$ cat config.mk
export PLATFORM = sky130hd
export DESIGN_NAME = hb_interp2x
export DESIGN_NICKNAME = d
export VERILOG_FILES = /design/src/rtl/hb_interp_pkg.sv /design/src/rtl/hb_delay_line.sv /design/src/rtl/hb_pair_mac.sv /design/src/rtl/hb_sum_round.sv /design/src/rtl/hb_interp2x.sv
export SDC_FILE = /design/constraint.sdc
export NUM_CORES = 2
export LEC_CHECK = 0
export BUFFER_PORTS_ARGS = -buffer_cell sky130_fd_sc_hd__buf_2
export CAP_MARGIN = 0
export CORE_MARGIN = 3
export CORE_UTILIZATION = 50
export DETAILED_ROUTE_END_ITERATION = 16
export PLACE_DENSITY = 0.69
export SLEW_MARGIN = 15
export SYNTH_ARGS = -nofsm -noshare
export SYNTH_HDL_FRONTEND = slang
export SYNTH_HIERARCHICAL = 1
export SYNTH_SLANG_ARGS = --single-unit
$ cat constraint.sdc
create_clock -name clk_i -period 9.1 [get_ports clk_i]
set_clock_uncertainty 0.15 [all_clocks]
set_input_delay 1.82 -clock clk_i [delete_from_list [all_inputs] [get_ports clk_i]]
set_output_delay 1.82 -clock clk_i [all_outputs]
set_load 0.1 [all_outputs]
$ cat src/rtl/hb_interp_pkg.sv
package hb_interp_pkg;

  localparam real PI = 3.14159265358979323846;

  // Elaboration-time cosine; argument stays below pi for every tap used.
  function automatic real cos_series(real x);
    real term;
    real acc;
    term = 1.0;
    acc  = 1.0;
    for (int i = 1; i < 24; i++) begin
      term = -term * x * x / real'((2 * i - 1) * (2 * i));
      acc  = acc + term;
    end
    return acc;
  endfunction

  // Odd-tap coefficient j (tap index 2j+1), doubled for zero-stuffing gain.
  function automatic longint odd_coef(int j, int half_taps, int frac);
    real k;
    real win;
    real mag;
    real scaled;
    k      = real'(2 * j + 1);
    win    = 0.5 * (1.0 + cos_series(PI * k / real'(2 * half_taps)));
    mag    = 2.0 / (PI * k) * win;
    scaled = ((j % 2) == 0 ? mag : -mag) * (2.0 ** frac);
    if (scaled >= 0.0) return longint'($rtoi(scaled + 0.5));
    else               return -longint'($rtoi(-scaled + 0.5));
  endfunction

endpackage

$ cat src/rtl/hb_delay_line.sv
module hb_delay_line #(
  parameter int DATA_W = 16,
  parameter int DEPTH  = 16
) (
  input  logic                         clk_i,
  input  logic                         rst_ni,
  input  logic                         shift_i,
  input  logic [DATA_W-1:0]            din_i,
  output logic [DEPTH-1:0][DATA_W-1:0] taps_o
);

  logic [DEPTH-1:0][DATA_W-1:0] stage_q;

  for (genvar i = 0; i < DEPTH; i++) begin : g_stage
    logic [DATA_W-1:0] nxt;
    if (i == 0) begin : g_head
      assign nxt = din_i;
    end else begin : g_body
      assign nxt = stage_q[i-1];
    end
    always_ff @(posedge clk_i or negedge rst_ni) begin
      if (!rst_ni)      stage_q[i] <= '0;
      else if (shift_i) stage_q[i] <= nxt;
    end
  end

  assign taps_o = stage_q;

endmodule

$ cat src/rtl/hb_pair_mac.sv
module hb_pair_mac
  import hb_interp_pkg::*;
#(
  parameter int DATA_W    = 16,
  parameter int COEF_W    = 18,
  parameter int HALF_TAPS = 8,
  localparam int DEPTH    = 2 * HALF_TAPS,
  localparam int FRAC     = COEF_W - 1,
  localparam int PAIR_W   = DATA_W + 1,
  localparam int PROD_W   = PAIR_W + COEF_W
) (
  input  logic                             clk_i,
  input  logic                             rst_ni,
  input  logic                             pre_en_i,
  input  logic                             mul_en_i,
  input  logic [DEPTH-1:0][DATA_W-1:0]     taps_i,
  output logic [HALF_TAPS-1:0][PROD_W-1:0] prod_o
);

  for (genvar j = 0; j < HALF_TAPS; j++) begin : g_tap
    localparam longint CoefL = odd_coef(j, HALF_TAPS, FRAC);
    localparam logic [63:0] CoefBits = CoefL;
    logic signed [COEF_W-1:0] coef;
    logic signed [PAIR_W-1:0] pair_q;
    logic signed [PROD_W-1:0] prod_q;

    assign coef = CoefBits[COEF_W-1:0];

    // mirrored pair around the interpolation point
    always_ff @(posedge clk_i or negedge rst_ni) begin
      if (!rst_ni) pair_q <= '0;
      else if (pre_en_i)
        pair_q <= PAIR_W'($signed(taps_i[HALF_TAPS-1-j])) + PAIR_W'($signed(taps_i[HALF_TAPS+j]));
    end

    always_ff @(posedge clk_i or negedge rst_ni) begin
      if (!rst_ni) prod_q <= '0;
      else if (mul_en_i) prod_q <= PROD_W'(pair_q) * PROD_W'(coef);
    end

    assign prod_o[j] = prod_q;
  end

endmodule

$ cat src/rtl/hb_sum_round.sv
module hb_sum_round #(
  parameter int PROD_W    = 35,
  parameter int HALF_TAPS = 8,
  parameter int DATA_W    = 16,
  parameter int FRAC      = 17,
  localparam int LVLS     = $clog2(HALF_TAPS),
  localparam int LEAVES   = 1 << LVLS,
  localparam int ACC_W    = PROD_W + LVLS + 1
) (
  input  logic [HALF_TAPS-1:0][PROD_W-1:0] prod_i,
  output logic [DATA_W-1:0]                y_o
);

  localparam logic signed [ACC_W-1:0] Bias = ACC_W'(64'sd1 <<< (FRAC - 1));
  localparam logic signed [ACC_W-1:0] MaxV = ACC_W'((64'sd1 <<< (DATA_W - 1)) - 64'sd1);
  localparam logic signed [ACC_W-1:0] MinV = ACC_W'(-(64'sd1 <<< (DATA_W - 1)));

  logic signed [ACC_W-1:0] node [2*LEAVES-1];

  for (genvar i = 0; i < LEAVES; i++) begin : g_leaf
    if (i < HALF_TAPS) begin : g_used
      assign node[LEAVES-1+i] = ACC_W'($signed(prod_i[i]));
    end else begin : g_pad
      assign node[LEAVES-1+i] = '0;
    end
  end

  for (genvar i = 0; i < LEAVES - 1; i++) begin : g_tree
    assign node[i] = node[2*i+1] + node[2*i+2];
  end

  logic signed [ACC_W-1:0] biased;
  logic signed [ACC_W-1:0] shifted;

  always_comb begin
    biased  = node[0] + Bias;
    shifted = biased >>> FRAC;
    if (shifted > MaxV)      y_o = MaxV[DATA_W-1:0];
    else if (shifted < MinV) y_o = MinV[DATA_W-1:0];
    else                     y_o = shifted[DATA_W-1:0];
  end

endmodule

$ cat src/rtl/hb_interp2x.sv
module hb_interp2x #(
  parameter int DATA_W    = 16,
  parameter int COEF_W    = 18,
  parameter int HALF_TAPS = 8
) (
  input  logic              clk_i,
  input  logic              rst_ni,
  input  logic              in_valid_i,
  output logic              in_ready_o,
  input  logic [DATA_W-1:0] in_data_i,
  output logic              out_valid_o,
  output logic [DATA_W-1:0] out_data_o
);

  localparam int DEPTH  = 2 * HALF_TAPS;
  localparam int FRAC   = COEF_W - 1;
  localparam int PROD_W = DATA_W + 1 + COEF_W;

  logic                             accept;
  logic                             acc_q;
  logic [DEPTH-1:0][DATA_W-1:0]     taps;
  logic [HALF_TAPS-1:0][PROD_W-1:0] prods;
  logic [DATA_W-1:0]                interp;
  logic                             v_a_q, v_b_q, odd_pend_q, out_v_q;
  logic [DATA_W-1:0]                ctr_a_q, ctr_b_q, odd_q, out_q;

  assign in_ready_o = ~acc_q;
  assign accept     = in_valid_i & in_ready_o;

  hb_delay_line #(.DATA_W(DATA_W), .DEPTH(DEPTH)) u_line (
    .clk_i  (clk_i),
    .rst_ni (rst_ni),
    .shift_i(accept),
    .din_i  (in_data_i),
    .taps_o (taps)
  );

  hb_pair_mac #(.DATA_W(DATA_W), .COEF_W(COEF_W), .HALF_TAPS(HALF_TAPS)) u_mac (
    .clk_i   (clk_i),
    .rst_ni  (rst_ni),
    .pre_en_i(acc_q),
    .mul_en_i(v_a_q),
    .taps_i  (taps),
    .prod_o  (prods)
  );

  hb_sum_round #(.PROD_W(PROD_W), .HALF_TAPS(HALF_TAPS), .DATA_W(DATA_W), .FRAC(FRAC)) u_sum (
    .prod_i(prods),
    .y_o   (interp)
  );

  // centre phase rides alongside the MAC pipeline
  always_ff @(posedge clk_i or negedge rst_ni) begin
    if (!rst_ni) begin
      acc_q   <= 1'b0;
      v_a_q   <= 1'b0;
      v_b_q   <= 1'b0;
      ctr_a_q <= '0;
      ctr_b_q <= '0;
    end else begin
      acc_q <= accept;
      v_a_q <= acc_q;
      v_b_q <= v_a_q;
      if (acc_q) ctr_a_q <= taps[HALF_TAPS];
      if (v_a_q) ctr_b_q <= ctr_a_q;
    end
  end

  // output sequencer: centre beat, then the interpolated beat
  always_ff @(posedge clk_i or negedge rst_ni) begin
    if (!rst_ni) begin
      out_v_q    <= 1'b0;
      out_q      <= '0;
      odd_q      <= '0;
      odd_pend_q <= 1'b0;
    end else if (v_b_q) begin
      out_v_q    <= 1'b1;
      out_q      <= ctr_b_q;
      odd_q      <= interp;
      odd_pend_q <= 1'b1;
    end else if (odd_pend_q) begin
      out_v_q    <= 1'b1;
      out_q      <= odd_q;
      odd_pend_q <= 1'b0;
    end else begin
      out_v_q <= 1'b0;
      out_q   <= '0;
    end
  end

  assign out_valid_o = out_v_q;
  assign out_data_o  = out_q;

endmodule

==> qor.yml <==
sta:
  fin_crit_sh_pct: 83.9
  finalHoldViolCount: 0
  finalSetupViolCount: 0
  fin_crit_ps: 7630
  tightestPinTransition_ps: 1050
  setup_tns_ps: 0
  grt_setup_unrepaired: "no"
  relSlewSlack_pct: 29.9
  max_freq_mhz: 131
  slew_violations: 0
  layout_setup_ws_ps: 1470
yosys:
  ys_seq_elements: 700
  yosysWarnings: 6
  synth_seq_area_share_pct: 24.2
  syn_area_per_cell_um2: 10.2
  synthArstFlopShare_pct: 100
  synth_cells: 7136
  synth_enable_flop_cells: 0
  ys.flop_type: "dfrtp_1"
  synth.cell_area_um2: 72500
  synthDominantCellAreaShare_pct: 24.2
  ys_top_cells_by_area: "dfrtp_1 24%, ha_1 20%, fa_1 15%, mux2_2 7.4%, inv_1 6.1%"
  yosysTopAreaCell: "dfrtp_1"
  ys_types: 96
clocking:
  clk_pin_slew_worst_paths_ps: 60
  htreeDepth: 3
  insertion_delay_ps: 710
  ctsHoldBuffers: 0
  cts_setup_buffers: 0
  cts_tree: "yes"
  clockRootBuffer: "clkbuf_16"
  cts_buffer_depth: 3
  numCtsBuffers: 84
  cts_resized: 0
  clock-sinks: 700
finish:
  nNetsFinal: 8816
  diodes: 0
  syn2layout_area_growth_pct: 6.45
  fillers: 12500
  multi_input_area_um2: 49500
  regArea_um2: 17500
  final_layout_size_suffix_gt1_share_pct: 10.6
  final_core_util_pct: 53.7
  final_cells: 9073
floorplanning:
  start_util_pct: 50.4
  core_area_um2: 144000
  die_h_um: 387
  dieWidth_um: 387
  io_pins: 37
  row_count: 139
  dieArea_um2: 150000
critical_path:
  crit_path_start_kind: "flip-flop"
  slowest_delay_ps: 490
  regToRegSetupSlack_ps: 1470
  end_kind: "flip-flop"
  slowest_stage: "fa_1"
  arrival_ps: 8050
  crit_buf_inv: 3
  r2r_end: "odd_q[2]$_DFFE_PN0P_"
  required_ps: 9520
  critical_path_class: "flip-flop to flip-flop"
  r2r_cells: 30
  crit_fanout: 15
  crit_family: "compound AO/OA/AOI/OAI gates"
  r2r-start: "u_mac/g_tap[7].prod_q[0]$_DFFE_PN0P_"
worst_hold_path:
  hp-class: "flip-flop to flip-flop"
  worstHoldStart: "u_mac/g_tap[7].prod_q[9]$_DFFE_PN0P_"
  whs_path_depth: 2
  hold_end: "u_mac/g_tap[7].prod_q[9]$_DFFE_PN0P_"
global_route:
  overflow: 0
  grt_pass1_wl_um: 292000
  grt_util_all_layers_pct: 24.6
  grt_max_degree: 158
  grt_pass1_vias: 51800
  antenna_found_initial: 7
drt:
  ant_nets: 0
  dr.first_iter.drc_count: 3801
  viasPerCell: 5.65
  drc: 0
  first_pass_iters: 6
  avgRoutedWirePerCell_um: 20.3
  vias: 51300
  routed_wl_um: 184000
status:
  status: "finished, final reports clean"
place:
  dp_cells: 8920
  gp_congestion: 0.951
  dpl_worst_slack_ps: 1520
  hpwlAfterDp_um: 151000
  io_buffers: 36
job:
  cap_violations: 0
synthesized netlist by cell type, types with 61 or more instances:
library cell / instances
clkbuf_1: 83
nand2_1: 272
a211oi_1: 71
xor2_1: 116
o21bai_1: 61
xnor2_1: 280
a21o_1: 180
nor3_1: 87
a21oi_1: 374
nor2_1: 241
dfrtp_1: 700
ha_1: 1141
mux2_2: 475
fa_1: 553
o21a_1: 70
inv_1: 1178
nand3_1: 72
o21ai_0: 255
placed cells by master, fill, tap and decap left out, types with 56 or more instances in the layout:
| cell | Yosys | layout |
|---|---|---|
| a211oi_1 | 71 | 71 |
| nor3_1 | 87 | 87 |
| xor2_1 | 116 | 116 |
| nand2_1 | 272 | 272 |
| nand3_1 | 72 | 72 |
| a21o_1 | 180 | 180 |
| dfrtp_1 | 700 | 698 |
| o21bai_1 | 61 | 61 |
| nor2b_1 | 57 | 56 |
| o21ai_0 | 255 | 255 |
| clkbuf_16 | 0 | 84 |
| inv_1 | 1178 | 1176 |
| mux2_2 | 475 | 475 |
| ha_1 | 1141 | 1141 |
| o21a_1 | 70 | 70 |
| nor2_1 | 241 | 241 |
| a21oi_1 | 374 | 374 |
| xnor2_1 | 280 | 280 |
| fa_1 | 553 | 553 |
per-stage QoR:
step	cell area (µm²)	hold slack, ps
2_1_floorplan	72500	224
3_3_place_gp	74200	320
3_5_place_dp	74200	329
4_1_cts	77200	344
5_1_grt	77200	375
6_report	77200	341
how the worst max path moves through the flow:
stage	from	to	slack, ps	cells after the start
2_1_floorplan	u_mac/g_tap[6].prod_q[0]$_DFFE_PN0P_	odd_q[10]$_DFFE_PN0P_	2370	28
3_3_place_gp	u_mac/g_tap[6].prod_q[15]$_DFFE_PN0P_	odd_q[8]$_DFFE_PN0P_	1660	27
3_5_place_dp	u_mac/g_tap[6].prod_q[13]$_DFFE_PN0P_	odd_q[10]$_DFFE_PN0P_	1520	27
4_1_cts	u_mac/g_tap[6].prod_q[13]$_DFFE_PN0P_	odd_q[2]$_DFFE_PN0P_	1460	27
5_1_grt	u_mac/g_tap[7].prod_q[0]$_DFFE_PN0P_	odd_q[1]$_DFFE_PN0P_	980	30
6_report	u_mac/g_tap[7].prod_q[0]$_DFFE_PN0P_	odd_q[2]$_DFFE_PN0P_	1470	30
registers in the layout, indices dropped and copies added, names as in the netlist:
name                cells
v_a_q                   1
odd_q                  16
ctr_b_q                16
u_line/g_stage.nxt    240
out_data_o             16
out_valid_o             1
u_mac/g_tap.pair_q    136
acc_q                   1
v_b_q                   1
odd_pend_q              1
u_mac/g_tap.prod_q    239
ctr_a_q                16
u_line/taps_o          16
worst min-delay path: cells and delay by family (launching register included):
| family | cells | cell delay, ps |
|---|---|---|
| AO/OA/AOI/OAI | 1 | 60 |
| AND/OR/NAND/NOR | 1 | 50 |
| flip-flops | 1 | 350 |
metal layers:
metal	vias to the layer above	GRT usage [%]	wire (µm)	part of all wire (%)
met1	25500	34.8	85400	46
met3	241	3.23	9130	5.0
li1	24400	-	-	-
met2	1139	39.6	84200	46
met4	6	6.78	5310	2.9
met5	-	0	41	0.022
area by class of cell:
| class | instances | share of cell area [%] |
|---|---|---|
| clock buffers | 115 | 3.08 |
| clock inverters | 38 | 0.755 |
| inverters | 1179 | 5.73 |
| multi-input cells | 5079 | 64.1 |
| flip-flops and latches | 700 | 22.7 |
| well taps | 1903 | 3.08 |
| repair buffers | 59 | 0.551 |
cell families after synthesis:
kind of cell    share of synthesized area, %
compound gates                          12.9
xor+xnor                                4.80
fa+ha+maj                               35.0
buf+inv                                 7.64
flops                                   24.2
mux                                     8.38
other cells                          0.00517
simple gates                            7.17
Power is left out: the tool's default activity adds up to more than one toggle a clock period on the data nets, which glitch-free logic cannot reach.
